[config.mk]
export PLATFORM = sky130hd
export DESIGN_NAME = flash_cmd_seq
export DESIGN_NICKNAME = d
export VERILOG_FILES = /design/src/rtl/flash_seq_pkg.sv /design/src/rtl/flash_delay_cnt.sv /design/src/rtl/flash_cmd_script.sv /design/src/rtl/flash_cmd_seq.sv
export SDC_FILE = /design/constraint.sdc
export NUM_CORES = 1
export LEC_CHECK = 0
export BUFFER_PORTS_ARGS = -buffer_cell sky130_fd_sc_hd__buf_2
export CELL_PAD_IN_SITES_DETAIL_PLACEMENT = 1
export CELL_PAD_IN_SITES_GLOBAL_PLACEMENT = 2
export CORE_UTILIZATION = 31
export DETAILED_ROUTE_END_ITERATION = 7
export PLACE_DENSITY_LB_ADDON = 0.1
export SYNTH_ARGS = -nofsm -noshare
export SYNTH_HDL_FRONTEND = slang
export SYNTH_HIERARCHICAL = 1
export SYNTH_SLANG_ARGS = --single-unit
[constraint.sdc]
create_clock -name clk -period 5.99 [get_ports clk]
set_input_delay 1.198 -clock clk [delete_from_list [all_inputs] [get_ports clk]]
set_output_delay 1.198 -clock clk [all_outputs]
set_load 0.05 [all_outputs]
[src/rtl/flash_seq_pkg.sv]
package flash_seq_pkg;

    typedef enum logic [1:0] {
        OP_PROG = 2'd0,
        OP_SECT = 2'd1,
        OP_CHIP = 2'd2,
        OP_LOCK = 2'd3
    } seq_op_e;

    typedef enum logic [2:0] {
        ST_IDLE, ST_SETUP, ST_PULSE, ST_HOLD, ST_RD, ST_GAP, ST_VRD, ST_DONE
    } seq_st_e;

    // nanoseconds to whole clock cycles, never below one
    function automatic int ns2clk(input int ns, input int clk_ns);
        int c;
        c = (ns + clk_ns - 1) / clk_ns;
        return (c < 1) ? 1 : c;
    endfunction

    function automatic int imax(input int a, input int b);
        return (a > b) ? a : b;
    endfunction

endpackage

[src/rtl/flash_delay_cnt.sv]
module flash_delay_cnt #(
    parameter int W = 5
) (
    input  logic         clk,
    input  logic         rst_n,
    input  logic         load,
    input  logic [W-1:0] load_val,
    output logic         zero
);
    logic [W-1:0] cnt;

    always_ff @(posedge clk) begin
        if (!rst_n)            cnt <= '0;
        else if (load)         cnt <= load_val;
        else if (cnt != '0)    cnt <= cnt - 1'b1;
    end

    assign zero = (cnt == '0);
endmodule

[src/rtl/flash_cmd_script.sv]
module flash_cmd_script
    import flash_seq_pkg::*;
#(
    parameter int AW = 18,
    parameter int DW = 16
) (
    input  seq_op_e         op,
    input  logic [2:0]      step,
    input  logic [AW-1:0]   uaddr,
    input  logic [DW-1:0]   udata,
    output logic [AW-1:0]   addr,
    output logic [DW-1:0]   data,
    output logic            last
);
    localparam logic [AW-1:0] A_HI = AW'(16'h5555);
    localparam logic [AW-1:0] A_LO = AW'(16'h2AAA);

    always_comb begin
        addr = A_HI;
        data = DW'(8'hAA);
        last = 1'b0;
        case (step)
            3'd0: ;
            3'd1: begin addr = A_LO; data = DW'(8'h55); end
            3'd2: data = (op == OP_PROG) ? DW'(8'hA0) : DW'(8'h80);
            3'd3: if (op == OP_PROG) begin
                      addr = uaddr;
                      data = udata;
                      last = 1'b1;
                  end
            3'd4: begin addr = A_LO; data = DW'(8'h55); end
            default: begin
                last = 1'b1;
                case (op)
                    OP_SECT: begin addr = uaddr; data = DW'(8'h30); end
                    OP_CHIP: data = DW'(8'h10);
                    default: data = DW'(8'h40);
                endcase
            end
        endcase
    end
endmodule

[src/rtl/flash_cmd_seq.sv]
module flash_cmd_seq
    import flash_seq_pkg::*;
#(
    parameter int AW          = 18,
    parameter int DW          = 16,
    parameter int CLK_NS      = 5,
    parameter int T_WP_NS     = 100,
    parameter int T_WPH_NS    = 50,
    parameter int T_DH_NS     = 10,
    parameter int T_RD_NS     = 90,
    parameter int T_GAP_NS    = 150,
    parameter int PROG_POLLS  = 64,
    parameter int ERASE_POLLS = 512
) (
    input  logic          clk,
    input  logic          rst_n,
    input  logic          req_valid,
    input  logic [1:0]    req_op,
    input  logic [AW-1:0] req_addr,
    input  logic [DW-1:0] req_data,
    output logic          busy,
    output logic          done,
    output logic          timeout_err,
    output logic          mismatch,
    output logic [AW-1:0] f_addr,
    output logic [DW-1:0] f_dout,
    input  logic [DW-1:0] f_din,
    output logic          f_dq_oe,
    output logic          f_ce_n,
    output logic          f_oe_n,
    output logic          f_we_n
);
    localparam int C_SU  = ns2clk(T_WPH_NS, CLK_NS);
    localparam int C_WP  = ns2clk(T_WP_NS, CLK_NS);
    localparam int C_DH  = ns2clk(T_DH_NS, CLK_NS);
    localparam int C_RD  = ns2clk(T_RD_NS, CLK_NS);
    localparam int C_GAP = ns2clk(T_GAP_NS, CLK_NS);
    localparam int C_MAX = imax(imax(imax(C_SU, C_WP), imax(C_DH, C_RD)), C_GAP);
    localparam int TW    = $clog2(C_MAX + 1);
    localparam int PW    = $clog2(imax(PROG_POLLS, ERASE_POLLS) + 1);

    seq_st_e        state, nxt;
    seq_op_e        op_q;
    logic [2:0]     step;
    logic [AW-1:0]  addr_q, s_addr;
    logic [DW-1:0]  data_q, s_data;
    logic           s_last;
    logic           prev6, have_prev, fin_q;
    logic [PW-1:0]  polls, poll_lim;
    logic           tmr_load, tmr_zero, match, limit_hit;
    logic [TW-1:0]  tmr_val;

    flash_cmd_script #(.AW(AW), .DW(DW)) u_script (
        .op(op_q), .step(step), .uaddr(addr_q), .udata(data_q),
        .addr(s_addr), .data(s_data), .last(s_last)
    );

    flash_delay_cnt #(.W(TW)) u_tmr (
        .clk(clk), .rst_n(rst_n), .load(tmr_load), .load_val(tmr_val), .zero(tmr_zero)
    );

    assign poll_lim  = (op_q == OP_PROG) ? PW'(PROG_POLLS) : PW'(ERASE_POLLS);
    assign match     = have_prev && (f_din[6] == prev6);
    assign limit_hit = ((polls + 1'b1) == poll_lim);

    // next state and phase timer
    always_comb begin
        nxt      = state;
        tmr_load = 1'b0;
        tmr_val  = '0;
        unique case (state)
            ST_IDLE:  if (req_valid) begin
                          nxt = ST_SETUP; tmr_load = 1'b1; tmr_val = TW'(C_SU - 1);
                      end
            ST_SETUP: if (tmr_zero) begin
                          nxt = ST_PULSE; tmr_load = 1'b1; tmr_val = TW'(C_WP - 1);
                      end
            ST_PULSE: if (tmr_zero) begin
                          nxt = ST_HOLD; tmr_load = 1'b1; tmr_val = TW'(C_DH - 1);
                      end
            ST_HOLD:  if (tmr_zero) begin
                          tmr_load = 1'b1;
                          if (s_last) begin nxt = ST_RD;    tmr_val = TW'(C_RD - 1); end
                          else        begin nxt = ST_SETUP; tmr_val = TW'(C_SU - 1); end
                      end
            ST_RD:    if (tmr_zero) begin
                          if (match && op_q != OP_PROG)   nxt = ST_DONE;
                          else if (!match && limit_hit)   nxt = ST_DONE;
                          else begin
                              nxt = ST_GAP; tmr_load = 1'b1; tmr_val = TW'(C_GAP - 1);
                          end
                      end
            ST_GAP:   if (tmr_zero) begin
                          nxt = fin_q ? ST_VRD : ST_RD; tmr_load = 1'b1; tmr_val = TW'(C_RD - 1);
                      end
            ST_VRD:   if (tmr_zero) nxt = ST_DONE;
            ST_DONE:  nxt = ST_IDLE;
            default:  nxt = ST_IDLE;
        endcase
    end

    // state register and request context
    always_ff @(posedge clk) begin
        if (!rst_n) begin
            state       <= ST_IDLE;
            op_q        <= OP_PROG;
            step        <= '0;
            addr_q      <= '0;
            data_q      <= '0;
            prev6       <= 1'b0;
            have_prev   <= 1'b0;
            fin_q       <= 1'b0;
            polls       <= '0;
            timeout_err <= 1'b0;
            mismatch    <= 1'b0;
        end else begin
            state <= nxt;
            if (state == ST_IDLE && req_valid) begin
                op_q        <= seq_op_e'(req_op);
                addr_q      <= req_addr;
                data_q      <= req_data;
                step        <= '0;
                fin_q       <= 1'b0;
                timeout_err <= 1'b0;
                mismatch    <= 1'b0;
            end
            if (state == ST_HOLD && tmr_zero) begin
                if (s_last) begin
                    polls     <= '0;
                    have_prev <= 1'b0;
                end else begin
                    step <= step + 3'd1;
                end
            end
            if (state == ST_RD && tmr_zero) begin
                prev6     <= f_din[6];
                have_prev <= 1'b1;
                polls     <= polls + 1'b1;
                if (match && op_q == OP_PROG) fin_q       <= 1'b1;
                if (!match && limit_hit)      timeout_err <= 1'b1;
            end
            if (state == ST_VRD && tmr_zero)
                mismatch <= (f_din != data_q);
        end
    end

    // bus and status outputs
    always_comb begin
        busy    = (state != ST_IDLE);
        done    = (state == ST_DONE);
        f_we_n  = (state != ST_PULSE);
        f_oe_n  = !(state == ST_RD || state == ST_VRD);
        f_dq_oe = (state == ST_SETUP || state == ST_PULSE || state == ST_HOLD);
        f_ce_n  = (state == ST_IDLE || state == ST_DONE);
        f_addr  = f_dq_oe ? s_addr : addr_q;
        f_dout  = s_data;
    end
endmodule

==> results of run 1 <==
## per-layer routing
layer,share of wire [%],vias to the layer above,global-route usage (%)
met5,0,-,0
met4,1.3,0,6.75
met3,3.4,12,4.11
met2,46,61,33.7
met1,49,1989,25.9
li1,-,2082,-
## cell families (layout without fill, tap and decap cells)
logic type      count (synthesis)  count (layout)  synth area share [%]
compound gates                155             155                  25.0
flops                          62              62                  31.2
mux                             1               1                 0.252
buf+inv                        60             133                  6.55
simple gates                  265             265                  30.4
xor+xnor                       21              21                  4.63
fa+ha+maj                       6               6                  1.89
## per-stage QoR
| stage | setup WS, ns | power, W | cell area (um^2) | hold slack, ns | util (%) |
|---|---|---|---|---|---|
| after floorplan | 2.65 | 0.000829 | 3980 | 0.452 | - |
| after global placement | 2.40 | 0.000937 | 4500 | 0.465 | 36.7 |
| after detailed placement | 2.33 | 0.000946 | 4500 | 0.472 | 36.7 |
| after CTS | 1.96 | 0.00148 | 4790 | 0.481 | 39.1 |
| after global routing | 1.74 | 0.00155 | 4790 | 0.507 | 39.1 |
| final | 1.97 | 0.00146 | 4790 | 0.482 | 39.1 |
## how the worst max path moves through the flow
stage / start / slack, ns / cells after the start / end
global route: step[1]$_SDFF_PN0_ / 1.74 / 6 / f_addr[15]
finish: step[1]$_SDFF_PN0_ / 1.97 / 6 / f_addr[15]
floorplan: state[1]$_SDFFE_PN0P_ / 2.65 / 6 / f_addr[10]
global placement: step[1]$_SDFF_PN0_ / 2.40 / 6 / f_addr[17]
CTS: step[1]$_SDFF_PN0_ / 1.96 / 6 / f_addr[15]
detailed placement: step[1]$_SDFF_PN0_ / 2.33 / 6 / f_addr[15]
## state kept, by name, summed over array words and instances, names as in the netlist, 2 cells and up
signal / cells
op_q: 2
addr_q: 18
data_q: 16
step: 3
state: 3
polls: 10
u_tmr/cnt: 5
## power by group through the flow
stage | clock (W) | sequential, W | combinational [W]
after floorplan | 0 | 0.000484 | 0.000345
after global placement | 0 | 0.000501 | 0.000436
after detailed placement | 0 | 0.000503 | 0.000443
after CTS | 0.000544 | 0.000494 | 0.000446
after global routing | 0.000558 | 0.000500 | 0.000488
final | 0.000526 | 0.000494 | 0.000443
## worst register-to-register path: cells and delay by family, from the launching register on
family,cells,cell delay (ns)
flip-flops,1,0.32
AO/OA/AOI/OAI,3,1.19
AND/OR/NAND/NOR,3,1.46
adder cells (fa/ha/maj),1,0.20
buffers and inverters,2,0.34
## cell type report
class,instances,area share (%)
Tap cell,168,4.39
Multi-Input combinational cell,448,51.7
Inverter,18,1.41
Clock inverter,6,1.28
Timing Repair Buffer,99,10.5
Sequential cell,62,25.9
Clock buffer,10,4.78
## layout by cell type (no fill, tap or decap), drive strengths merged, types with 4 or more instances in the layout
master,synthesis,layout
nor3b,4,4
o21ai,40,40
inv,17,18
nor4,8,8
a21boi,26,26
clkinv,1,4
and2,15,15
xor2,19,19
a21oi,42,42
nand3,14,14
nor2,17,17
dfxtp,62,62
nor3,6,6
or3,4,4
a21o,7,7
nand4,5,5
nand2,169,169
ha,6,6
clkbuf,25,10
nor2b,6,6
a22oi,10,10
buf,17,99
==> summary.txt, run 1 <==
Run status
  – Status: finished clean

Global route
  – Gr ovfl total: 0
  – Global Route Usage Sum: 20.2%
  – Via count of the first global-routing pass: 4108
  – Largest net degree at the start of global routing: 48
  – Antenna violations before repair: 0
  – First-pass GRT wire length: a little over 20000 um

Setup path
  – Reg2reg end: u_tmr/cnt[0]$_SDFFE_PN0P_
  – Worst Setup Start Kind: flop
  – Crit-path max cell delay: 0.93 ns
  – Critical path, cell by cell: or2_1 -> a31o_1 -> and2_1 -> nand2_1 -> nand2_1 -> buf_2
  – R2R Setup Slk: 2.30 ns
  – FF-to-FF Start: u_tmr/cnt[0]$_SDFFE_PN0P_
  – CP max-delay cell: dfxtp_1
  – Required time worst endpoint: between 4 and 5 ns
  – Most used cell, CP: nand2_1
  – Worst R2R Path Depth: 9
  – Buf/Inv on CP: 1
  – Top delay family on crit path: simple AND/OR/NAND/NOR gates
  – CP Class: flop to output pin
  – Crit. End Element: output pin
  – CP Max Fanout: 30
  – Crit path arrival time: about 2.8 ns

Synthesis
  – Syn Area/Cell: approximately 7 um^2
  – Synth cell types: 56
  – Synth Net Count: roughly 630
  – Synth Register Bits: between 60 and 70
  – Asr flop ratio synth: 0%
  – Top cells by area, synth: dfxtp_1 31%, nand2_1 16%, a21oi_1 5.3%
  – Top-count cell post-synth: nand2_1
  – Synth Flop Type: dfxtp_1
  – Syn. warnings: 6
  – Syn Std Cell Area: around 0.0040 mm^2
  – Syn Inst Count: between 500 and 600
  – Register area share after synthesis: 31.2%
  – Number of enable flip-flop cells after synthesis: 0
  – Yosys top cell area share: 31.2%
  – Yosys top cell by area: dfxtp_1
  – Top cells by count, synth: 169 x nand2_1, 62 x dfxtp_1, 42 x a21oi_1

STA
  – Minimum clock period: 4.02 ns
  – Setup TNS: 0 ns
  – Worst Max-Slew Pin Slew: 1.08 ns
  – Worst slew margin: 28.0%
  – Fin crit share: between 60 and 70%
  – RSZ-0062 raised after global routing: false
  – Max Slew Vio Count: 0
  – Setup violations, final: 0
  – F_max: about 250 MHz
  – Clk_skew: 0.00427 ns
  – Final Hold Vio Count: 0

Drt
  – Post-DR vias/cell: 5.11
  – Routed wire length: between 10000 and 15000 um
  – Post-DR wirelength/cell: between 15 and 20 um
  – Routed Antenna Nets: 0
  – Iter 0 DRT Violations: 150
  – Drt pass-1 iters: 4
  – Routed vias: between 4000 and 5000
  – # DRC: 0

Power
  – Clk pwr share: 36.0%
  – Peak VDD IR: about 0.00020 V
  – Sw frac: slightly below 40%
  – Reg power frac: 33.7%
  – Power per Cell Area: just over 300 mW/mm^2
  – Internal power: ~0.0009 W
  – Logic pwr share: 30.3%
  – Leak: a little over 2 nW
  – Psw: 0.000564 W

Clock tree
  – H-tree Lvls: 3
  – Post-CTS setup buffers: 0
  – Post-CTS sizing: 0
  – Clock sink total: 62
  – Clock root cell: clkbuf_16
  – # hold bufs at CTS: 0
  – Reg clk slew, reported paths: ~0.050 ns
  – Clk_lat worst skew: about 0.34 ns
  – Number of buffers created by CTS: 9
  – TritonCTS clock tree: built
  – Clk buf depth: 2

Placed design
  – DP Wirelength: 8830 um
  – GPL Wtd Cong: between 0.7 and 0.8
  – IO buf count: 96
  – Post-Place Cells: approximately 800

Hold path
  – Hold Path Sink: data_q[10]$_SDFFE_PN0P_
  – Hold path depth: 2
  – HP Class: flop to flop
  – Min-delay src: data_q[10]$_SDFFE_PN0P_

Final layout
  – Multi-input gate area: 0.00248 mm^2
  – Fin nets: about 700
  – Diodes inserted: 0
  – Fill cells: between 1500 and 2000
  – Final std cells w/o fill: between 800 and 900
  – Register Area: around 0.0012 mm^2
  – Layout cell share with drive strength beyond 1: a little under a fifth
  – Area growth syn-to-layout: 20.5%

Floorplan
  – Die Area: 0.0133 mm^2
  – Starting density of the core: between 30% and 40%
  – Die height: about 120 um
  – Die Wd: 115 um
  – Placement Rows: 40
  – Boundary pin count: 97
  – Core Footprint: 0.0123 mm^2

Run
  – Max-cap violations: 0
Note: power is estimated with default switching activity, not from simulation.
==> run 2: changes to the inputs <==
--- a/config.mk
+++ b/config.mk
@@ -5,10 +5,11 @@
 export SDC_FILE = /design/constraint.sdc
 export NUM_CORES = 1
 export LEC_CHECK = 0
+export ABC_AREA = 1
 export BUFFER_PORTS_ARGS = -buffer_cell sky130_fd_sc_hd__buf_2
 export CELL_PAD_IN_SITES_DETAIL_PLACEMENT = 1
 export CELL_PAD_IN_SITES_GLOBAL_PLACEMENT = 2
-export CORE_UTILIZATION = 31
+export CORE_UTILIZATION = 28
 export DETAILED_ROUTE_END_ITERATION = 7
 export PLACE_DENSITY_LB_ADDON = 0.1
 export SYNTH_ARGS = -nofsm -noshare
==> constraint.sdc (replaced) <==
create_clock -name clk -period 3.9 [get_ports clk]
set_input_delay 0.78 -clock clk [delete_from_list [all_inputs] [get_ports clk]]
set_output_delay 0.78 -clock clk [all_outputs]
set_load 0.05 [all_outputs]
==> run 2 against run 1 <==
  * Critical path type unchanged
  * Sequential share of layout area fell by 0.46 points
  * Wire length rose by 0.37%
  * Non-clock buffer count grew 3
  * Via count grew 4.7%
  * Global-route usage decreased by 1.9 points
  * Largest power group is now combinational logic
  * Clock skew increased by 0.00079 ns
==> summary.txt, run 2 <==
Global route
  – Global Route Usage Sum: 18.3% (-1.9 points)
  – Via count of the first global-routing pass: 4306 (+4.8%)
  – Gr ovfl total: 0 (unchanged)
  – Largest net degree at the start of global routing: 45 (-6.3%)
  – First-pass GRT wire length: 21100 um (+1.8%)
  – Antenna violations before repair: 0 (unchanged)

Drt
  – Iter 0 DRT Violations: 163 (+8.7%)
  – Post-DR vias/cell: 4.74 (-7.2%)
  – Post-DR wirelength/cell: 14.1 um (-11%)
  – Highest metal used: met4
  – Routed wire length: 12900 um (+0.37%)
  – Met2 routed WL: 5930 um (-0.92%)
  – WL met3: 685 um (+57%)
  – Routed vias: 4340 (+4.7%)
  – Drt pass-1 iters: 4 (unchanged)
  – Wire length on met1: 6090 um (-3.1%)
  – Routed Antenna Nets: 0 (unchanged)
  – # DRC: 0 (unchanged)

Synthesis
  – Top cells by count, synth: 158 x nand2_1, 90 x inv_1, 80 x o21ai_0
  – Top-count cell post-synth: nand2_1
  – Yosys top cell area share: 30.9% (-0.37 points)
  – Syn Inst Count: 647 (+14%)
  – Top cells by area, synth: dfxtp_1 31%, nand2_1 15%, o21ai_0 10%
  – Synth Flop Type: dfxtp_1
  – Synth Register Bits: 62 (unchanged)
  – Synth cell types: 33 (-41%)
  – Syn Std Cell Area: 0.00402 mm^2 (+1.2%)
  – Synth Net Count: 708 (+12%)
  – Register area share after synthesis: 30.9% (-0.37 points)
  – Yosys top cell by area: dfxtp_1
  – Asr flop ratio synth: 0% (unchanged)
  – Syn. warnings: 6 (unchanged)
  – Number of enable flip-flop cells after synthesis: 0 (unchanged)
  – Syn Area/Cell: 6.22 um^2 (-11%)

Final layout
  – Register Area: 0.00124 mm^2 (unchanged)
  – Design Area, Final: 0.00488 mm^2 (+1.8%)
  – Layout cell share with drive strength beyond 1: 20.7% (+2.0 points)
  – Largest regs: addr_q: 18 flops, data_q: 16 flops, polls: 10 flops
  – Area growth syn-to-layout: 21.2%
  – Commonest non-fill, non-tap cell in the layout: nand2_1
  – Final core area utilization: 35.0% (-4.1 points)
  – Multi-input gate area: 0.00225 mm^2 (-9.3%)
  – Fin nets: 791 (+13%)
  – Largest register FFs: 18 (unchanged)
  – Most frequent cells in the layout: 158 x nand2_1, 96 x buf_2, 89 x inv_1
  – Fill cells: 1867 (+18%)
  – Reg with most FFs: addr_q
  – Diodes inserted: 0 (unchanged)

Placed design
  – IO buf count: 96 (unchanged)
  – GPL Wtd Cong: 0.768 (-0.13%)
  – Placed Area: 0.00461 mm^2 (+2.4%)
  – DP Wirelength: 9540 um (+8.1%)

Floorplan
  – Core Footprint: 0.0139 mm^2 (+14%)
  – Die Wd: 122 um (+5.7%)
  – Boundary pin count: 97 (unchanged)
  – Starting density of the core: 28.9% (-3.6 points)
  – Die height: 122 um (+5.7%)
  – Die Area: 0.0148 mm^2 (+12%)
  – Placement Rows: 43 (+7.5%)

Setup path
  – R2R Setup Slk: 1.12 ns (-1.18 ns)
  – Crit path arrival time: 2.33 ns (-0.49 ns)
  – Buf/Inv on CP: 2 (+1)
  – CP Class: flop to output pin
  – Crit-path max cell delay: 0.74 ns (-0.19 ns)
  – Critical path, cell by cell: inv_2 -> nor2_2 -> nand3_1 -> nand2_1 -> nand2_1 -> o21ai_0 -> buf_2
  – Top delay family on crit path: flip-flops
  – Most used cell, CP: nand2_1
  – CP Max Fanout: 17 (-43%)
  – Required time worst endpoint: 3.12 ns (-1.67 ns)
  – Crit. End Element: output pin
  – CP max-delay cell: dfxtp_1
  – Worst Setup Start Kind: flop

Power
  – Logic pwr share: 50.9% (+21 points)
  – Leak: 2.27 nW (+9.6%)
  – Reg power frac: 26.8% (-6.9 points)
  – Sw frac: 50.7% (+12 points)
  – Internal power: 0.00163 W (+81%)
  – Power per Cell Area: 678 mW/mm^2 (+120%)
  – Peak VDD IR: 0.000189 V (-4.6%)
  – Psw: 0.00168 W (+200%)
  – Clk pwr share: 22.3% (-14 points)

Clock tree
  – Post-CTS setup buffers: 0 (unchanged)
  – TritonCTS clock tree: built
  – Number of buffers created by CTS: 9 (unchanged)
  – # hold bufs at CTS: 0 (unchanged)
  – Clk_lat worst skew: 0.34 ns (about the same)
  – Reg clk slew, reported paths: 0.06 ns (about the same)
  – H-tree Lvls: 3 (unchanged)
  – Clock root cell: clkbuf_16
  – Post-CTS sizing: 0 (unchanged)
  – Clock sink total: 62 (unchanged)
  – Clk buf depth: 2 (unchanged)

STA
  – F_max: about 320 MHz
  – Fin crit share: between 70% and 80%
  – Minimum clock period: 3.11 ns
  – Clk_skew: 0.00506 ns (+0.000789 ns)
  – Worst slew margin: 56.1% (+28 points)
  – Setup TNS: 0 ns (unchanged)
  – Setup violations, final: 0 (unchanged)
  – Worst Max-Slew Pin Slew: 0.658 ns (-0.421 ns)
  – RSZ-0062 raised after global routing: false
  – Final Hold Vio Count: 0 (unchanged)
  – Max Slew Vio Count: 0 (unchanged)

Hold path
  – HP Class: flop to flop

Run
  – Max-cap violations: 0 (unchanged)

Run status
  – Status: finished clean
run 2: cell count changes in the layout (fill, tap and decap cells not counted), sizes merged, moves of 6 or more:
cell and delta:
a21oi +7, o21ai +41, nor2b -6, xor2 -8, and2 -15, nand3 +38, a21o -7, a21boi -26
nor2 +47, nor4 -6, a22oi -10, inv +78
run 2: final timing paths:
path	startpoint	cells past startpoint	end
min reg2reg	have_prev$_SDFFE_PN0P_	2	have_prev$_SDFFE_PN0P_
max	step[2]$_SDFF_PN0_	7	f_addr[15]
min	have_prev$_SDFFE_PN0P_	2	have_prev$_SDFFE_PN0P_
max reg2reg	step[2]$_SDFF_PN0_	8	polls[8]$_SDFFE_PN0P_
run 2: power by group through the flow:
stage	Sequential, W	Combinational (W)	Clock [W]
final	0.000885	0.00168	0.000739
after global routing	0.000909	0.00187	0.000805
after CTS	0.000888	0.00171	0.000766
after detailed placement	0.000901	0.00171	0
after global placement	0.000898	0.00167	0
after floorplan	0.000854	0.00134	0
run 2: worst min-delay path, cell delays in order (launching register included):
cell	delay [ns]
dfxtp_1	0.32
nand2_1	0.06
a21oi_1	0.05
run 2: area by class of cell:
class | count | area share [%]
repair buffers | 102 | 10.8
well taps | 180 | 4.62
clock inverters | 4 | 0.462
clock buffers | 12 | 5.05
inverters | 98 | 7.54
multi-input cells | 457 | 46.1
flip-flops and latches | 62 | 25.4
run 2: per-stage QoR:
stage          std cells  hold WS, ns  setup slack, ns  total power [W]
6_report             915        0.479            0.795          0.00331
5_1_grt              915        0.508            0.570          0.00358
4_1_cts              915        0.481            0.726          0.00337
3_5_place_dp         899        0.472             1.08          0.00261
3_3_place_gp         899        0.467             1.12          0.00257
2_1_floorplan        647        0.445            0.753          0.00219
run 2: per-layer routing:
| metal | vias to the layer above | global-route usage (%) |
|---|---|---|
| li1 | 2229 | - |
| met1 | 2018 | 22.9 |
| met2 | 80 | 29.8 |
| met3 | 13 | 4.87 |
| met4 | 0 | 6.94 |
| met5 | - | 0 |
run 2: cell families after synthesis:
kind of cell             after synthesis  synth area share (%)
AO/OA/AOI/OAI                        138                  17.9
AND/OR/NAND/NOR                      302                  33.6
adder cells (fa/ha/maj)                6                  1.87
buffers and inverters                128                  13.3
flip-flops                            62                  30.9
XOR/XNOR                              11                  2.39
==> run 3: changes to the inputs <==
--- a/config.mk
+++ b/config.mk
@@ -9,7 +9,7 @@
 export BUFFER_PORTS_ARGS = -buffer_cell sky130_fd_sc_hd__buf_2
 export CELL_PAD_IN_SITES_DETAIL_PLACEMENT = 1
 export CELL_PAD_IN_SITES_GLOBAL_PLACEMENT = 2
-export CORE_UTILIZATION = 28
+export CORE_UTILIZATION = 25
 export DETAILED_ROUTE_END_ITERATION = 7
 export PLACE_DENSITY_LB_ADDON = 0.1
 export SYNTH_ARGS = -nofsm -noshare
==> constraint.sdc (replaced) <==
create_clock -name clk -period 2.8 [get_ports clk]
set_input_delay 0.56 -clock clk [delete_from_list [all_inputs] [get_ports clk]]
set_output_delay 0.56 -clock clk [all_outputs]
set_load 0.05 [all_outputs]
==> run 3 against run 2 <==
  * First-iteration DRC count is 39% lower
  * Final cell count is 5.0% higher
  * Flip-flop and latch count did not move
  * Register-to-register slack worse by 0.67 ns
  * Die area is 12% higher
  * Critical path depth grew 1
  * Via count rose by 1.5%
  * Clock power rose by 66%
==> summary.txt, run 3 (synthesis results as in run 2) <==
Global route
  – Antenna violations before repair: 0 (unchanged)
  – Largest net degree at the start of global routing: 40 (-11%)
  – First-pass GRT wire length: 22400 um (+6.2%)
  – Global Route Usage Sum: 17.3% (-1.0 points)
  – Via count of the first global-routing pass: 4570 (+6.1%)
  – Gr ovfl total: 0 (unchanged)

Clock tree
  – TritonCTS clock tree: built
  – Clock sink total: 62 (unchanged)
  – Clk buf depth: 2 (unchanged)
  – H-tree Lvls: 3 (unchanged)
  – Clock root cell: clkbuf_16
  – Number of buffers created by CTS: 9 (unchanged)
  – Reg clk slew, reported paths: 0.06 ns (about the same)
  – Clk_lat worst skew: 0.34 ns (about the same)

Final layout
  – Largest regs: addr_q: 18 flops, data_q: 16 flops, polls: 10 flops
  – Multi-input gate area: 0.00225 mm^2 (+0.11%)
  – Layout cell share with drive strength beyond 1: 22.1% (+1.5 points)
  – Fill cells: 2115 (+13%)
  – Register Area: 0.00124 mm^2 (+0.10%)
  – Fin nets: 801 (+1.3%)
  – Most frequent cells in the layout: 157 x nand2_1, 96 x buf_2, 88 x inv_1
  – Commonest non-fill, non-tap cell in the layout: nand2_1
  – Reg with most FFs: addr_q
  – Diodes inserted: 0 (unchanged)
  – Final core area utilization: 32.1% (-2.9 points)
  – Area growth syn-to-layout: 25.9%
  – Largest register FFs: 18 (unchanged)

Power
  – Leak: 2.35 nW (+3.1%)
  – Peak VDD IR: 0.000356 V (+88%)
  – Power per Cell Area: 960 mW/mm^2 (+42%)

Setup path
  – Top delay family on crit path: buffers and inverters
  – Worst path depth: 8 (+1)
  – Crit-path max cell delay: 0.33 ns (-0.41 ns)
  – CP Max Fanout: 12 (-5)
  – Required time worst endpoint: 2.24 ns (-0.88 ns)
  – Worst Setup Start Kind: flop
  – CP Class: flop to output pin
  – Crit. End Element: output pin
  – Most used cell, CP: o21ai_0
  – Critical path, cell by cell: inv_1 -> ha_1 -> clkinvlp_4 -> o21ai_0 -> nand3_1 -> nand2_1 -> o21ai_0 -> buf_2
  – Crit path arrival time: 2.03 ns (-0.30 ns)
  – Buf/Inv on CP: 3 (+1)
  – CP max-delay cell: dfxtp_1
  – Worst R2R Path Depth: 16 (+8)

Drt
  – Routed vias: 4403 (+1.5%)
  – # DRC: 0 (unchanged)
  – Routed Antenna Nets: 0 (unchanged)
  – Routed wire length: 13600 um (+5.6%)
  – Iter 0 DRT Violations: 99 (-39%)
  – Drt pass-1 iters: 4 (unchanged)
  – Post-DR vias/cell: 4.58 (-3.4%)
  – Post-DR wirelength/cell: 14.2 um (+0.54%)

STA
  – Clk_skew: 0.00588 ns (+0.000822 ns)
  – RSZ-0062 raised after global routing: false
  – Minimum clock period: 2.59 ns
  – Tightest hold margin: 0.443 ns (-0.0368 ns)
  – Final Hold Vio Count: 0 (unchanged)
  – F_max: between 300 and 400 MHz
  – Fin crit share: roughly 93%
  – Worst slew margin: 58.5% (+2.4 points)
  – Setup violations, final: 0 (unchanged)
  – Worst Max-Slew Pin Slew: 0.622 ns (-0.0359 ns)
  – Max Slew Vio Count: 0 (unchanged)
  – Setup TNS: 0 ns (unchanged)

Floorplan
  – Die height: 129 um (+5.7%)
  – Starting density of the core: 25.5% (-3.4 points)
  – Core Footprint: 0.0158 mm^2 (+13%)
  – Placement Rows: 46 (+7.0%)
  – Boundary pin count: 97 (unchanged)
  – Die Area: 0.0166 mm^2 (+12%)
  – Die Wd: 129 um (+5.7%)

Hold path
  – HP Class: input pin to flop
  – Hold path depth: 3 (+1)

Run
  – Max-cap violations: 0 (unchanged)

Run status
  – Status: finished clean

Placed design
  – IO buf count: 96 (unchanged)
  – DP Wirelength: 10200 um (+7.1%)
  – GPL Wtd Cong: 0.776 (+0.92%)
==> run 3: cell count changes in the layout (fill, tap and decap cells not counted) <==
cell / previous run / this run
buf_4: 6 / 15
bufinv_16: 0 / 2
buf_12: 0 / 1
clkinv_2: 3 / 2
dfxtp_1: 62 / 61
dfxtp_2: 0 / 1
inv_1: 89 / 88
nand2_1: 158 / 157
nand2_2: 10 / 11
o21ai_0: 80 / 79
o21ai_1: 1 / 2
==> run 3: final timing paths <==
| kind | to | start | slack (ns) |
|---|---|---|---|
| setup / recovery | f_addr[6] | op_q[1]$_SDFFE_PN0P_ | 0.21 |
| hold / removal | data_q[0]$_SDFFE_PN0P_ | req_data[0] | 0.44 |
| setup reg to reg | u_tmr/cnt[0]$_SDFFE_PN0P_ | polls[0]$_SDFFE_PN0P_ | 0.45 |
| hold reg to reg | have_prev$_SDFFE_PN0P_ | have_prev$_SDFFE_PN0P_ | 0.48 |
==> run 3: area by class of cell <==
cell class                 instances  share of cell area [%]
tap                              216                    5.34
sequential                        62                    24.5
multi-input combinational        457                    44.4
timing repair buffer             112                    12.1
clock inverter                     4                    1.38
clock buffer                      12                    4.87
inverter                          98                    7.34
==> run 3: tightest hold or removal path, delay by kind of cell <==
kind          cells  cell delay (ns)
simple gates      2             0.11
buf+inv           1             0.07
==> run 3: through the flow <==
step / total power (W) / instance area, um^2 / setup WS (ns) / instances
finish: 0.00486 / 5060 / 0.207 / 961
floorplan: 0.00305 / 4020 / -0.127 / 647
global route: 0.00523 / 5060 / 0.00813 / 961
global placement: 0.00364 / 4740 / 0.429 / 945
CTS: 0.00495 / 5060 / 0.0345 / 961
detailed placement: 0.00368 / 4740 / 0.302 / 945
==> run 3: timing repair <==
item                                    in CTS  in global routing
setup buffers                                0                  0
endpoints found under the setup margin       0                 15
hold endpoints to repair                     0                  0
hold buffers                                 0                  0
resized for setup                            0                  4
==> run 3: layer usage <==
metal	global-route usage (%)	part of all wire [%]
met4	6.23	1.4
met1	21.2	48
met5	0	0
met3	3.95	4.8
met2	29.5	46
==> run 3: report_power, final <==
group          switching, W  internal [W]
registers          0.000172       0.00107
logic               0.00178      0.000612
clock network      0.000428      0.000801
total               0.00238       0.00248
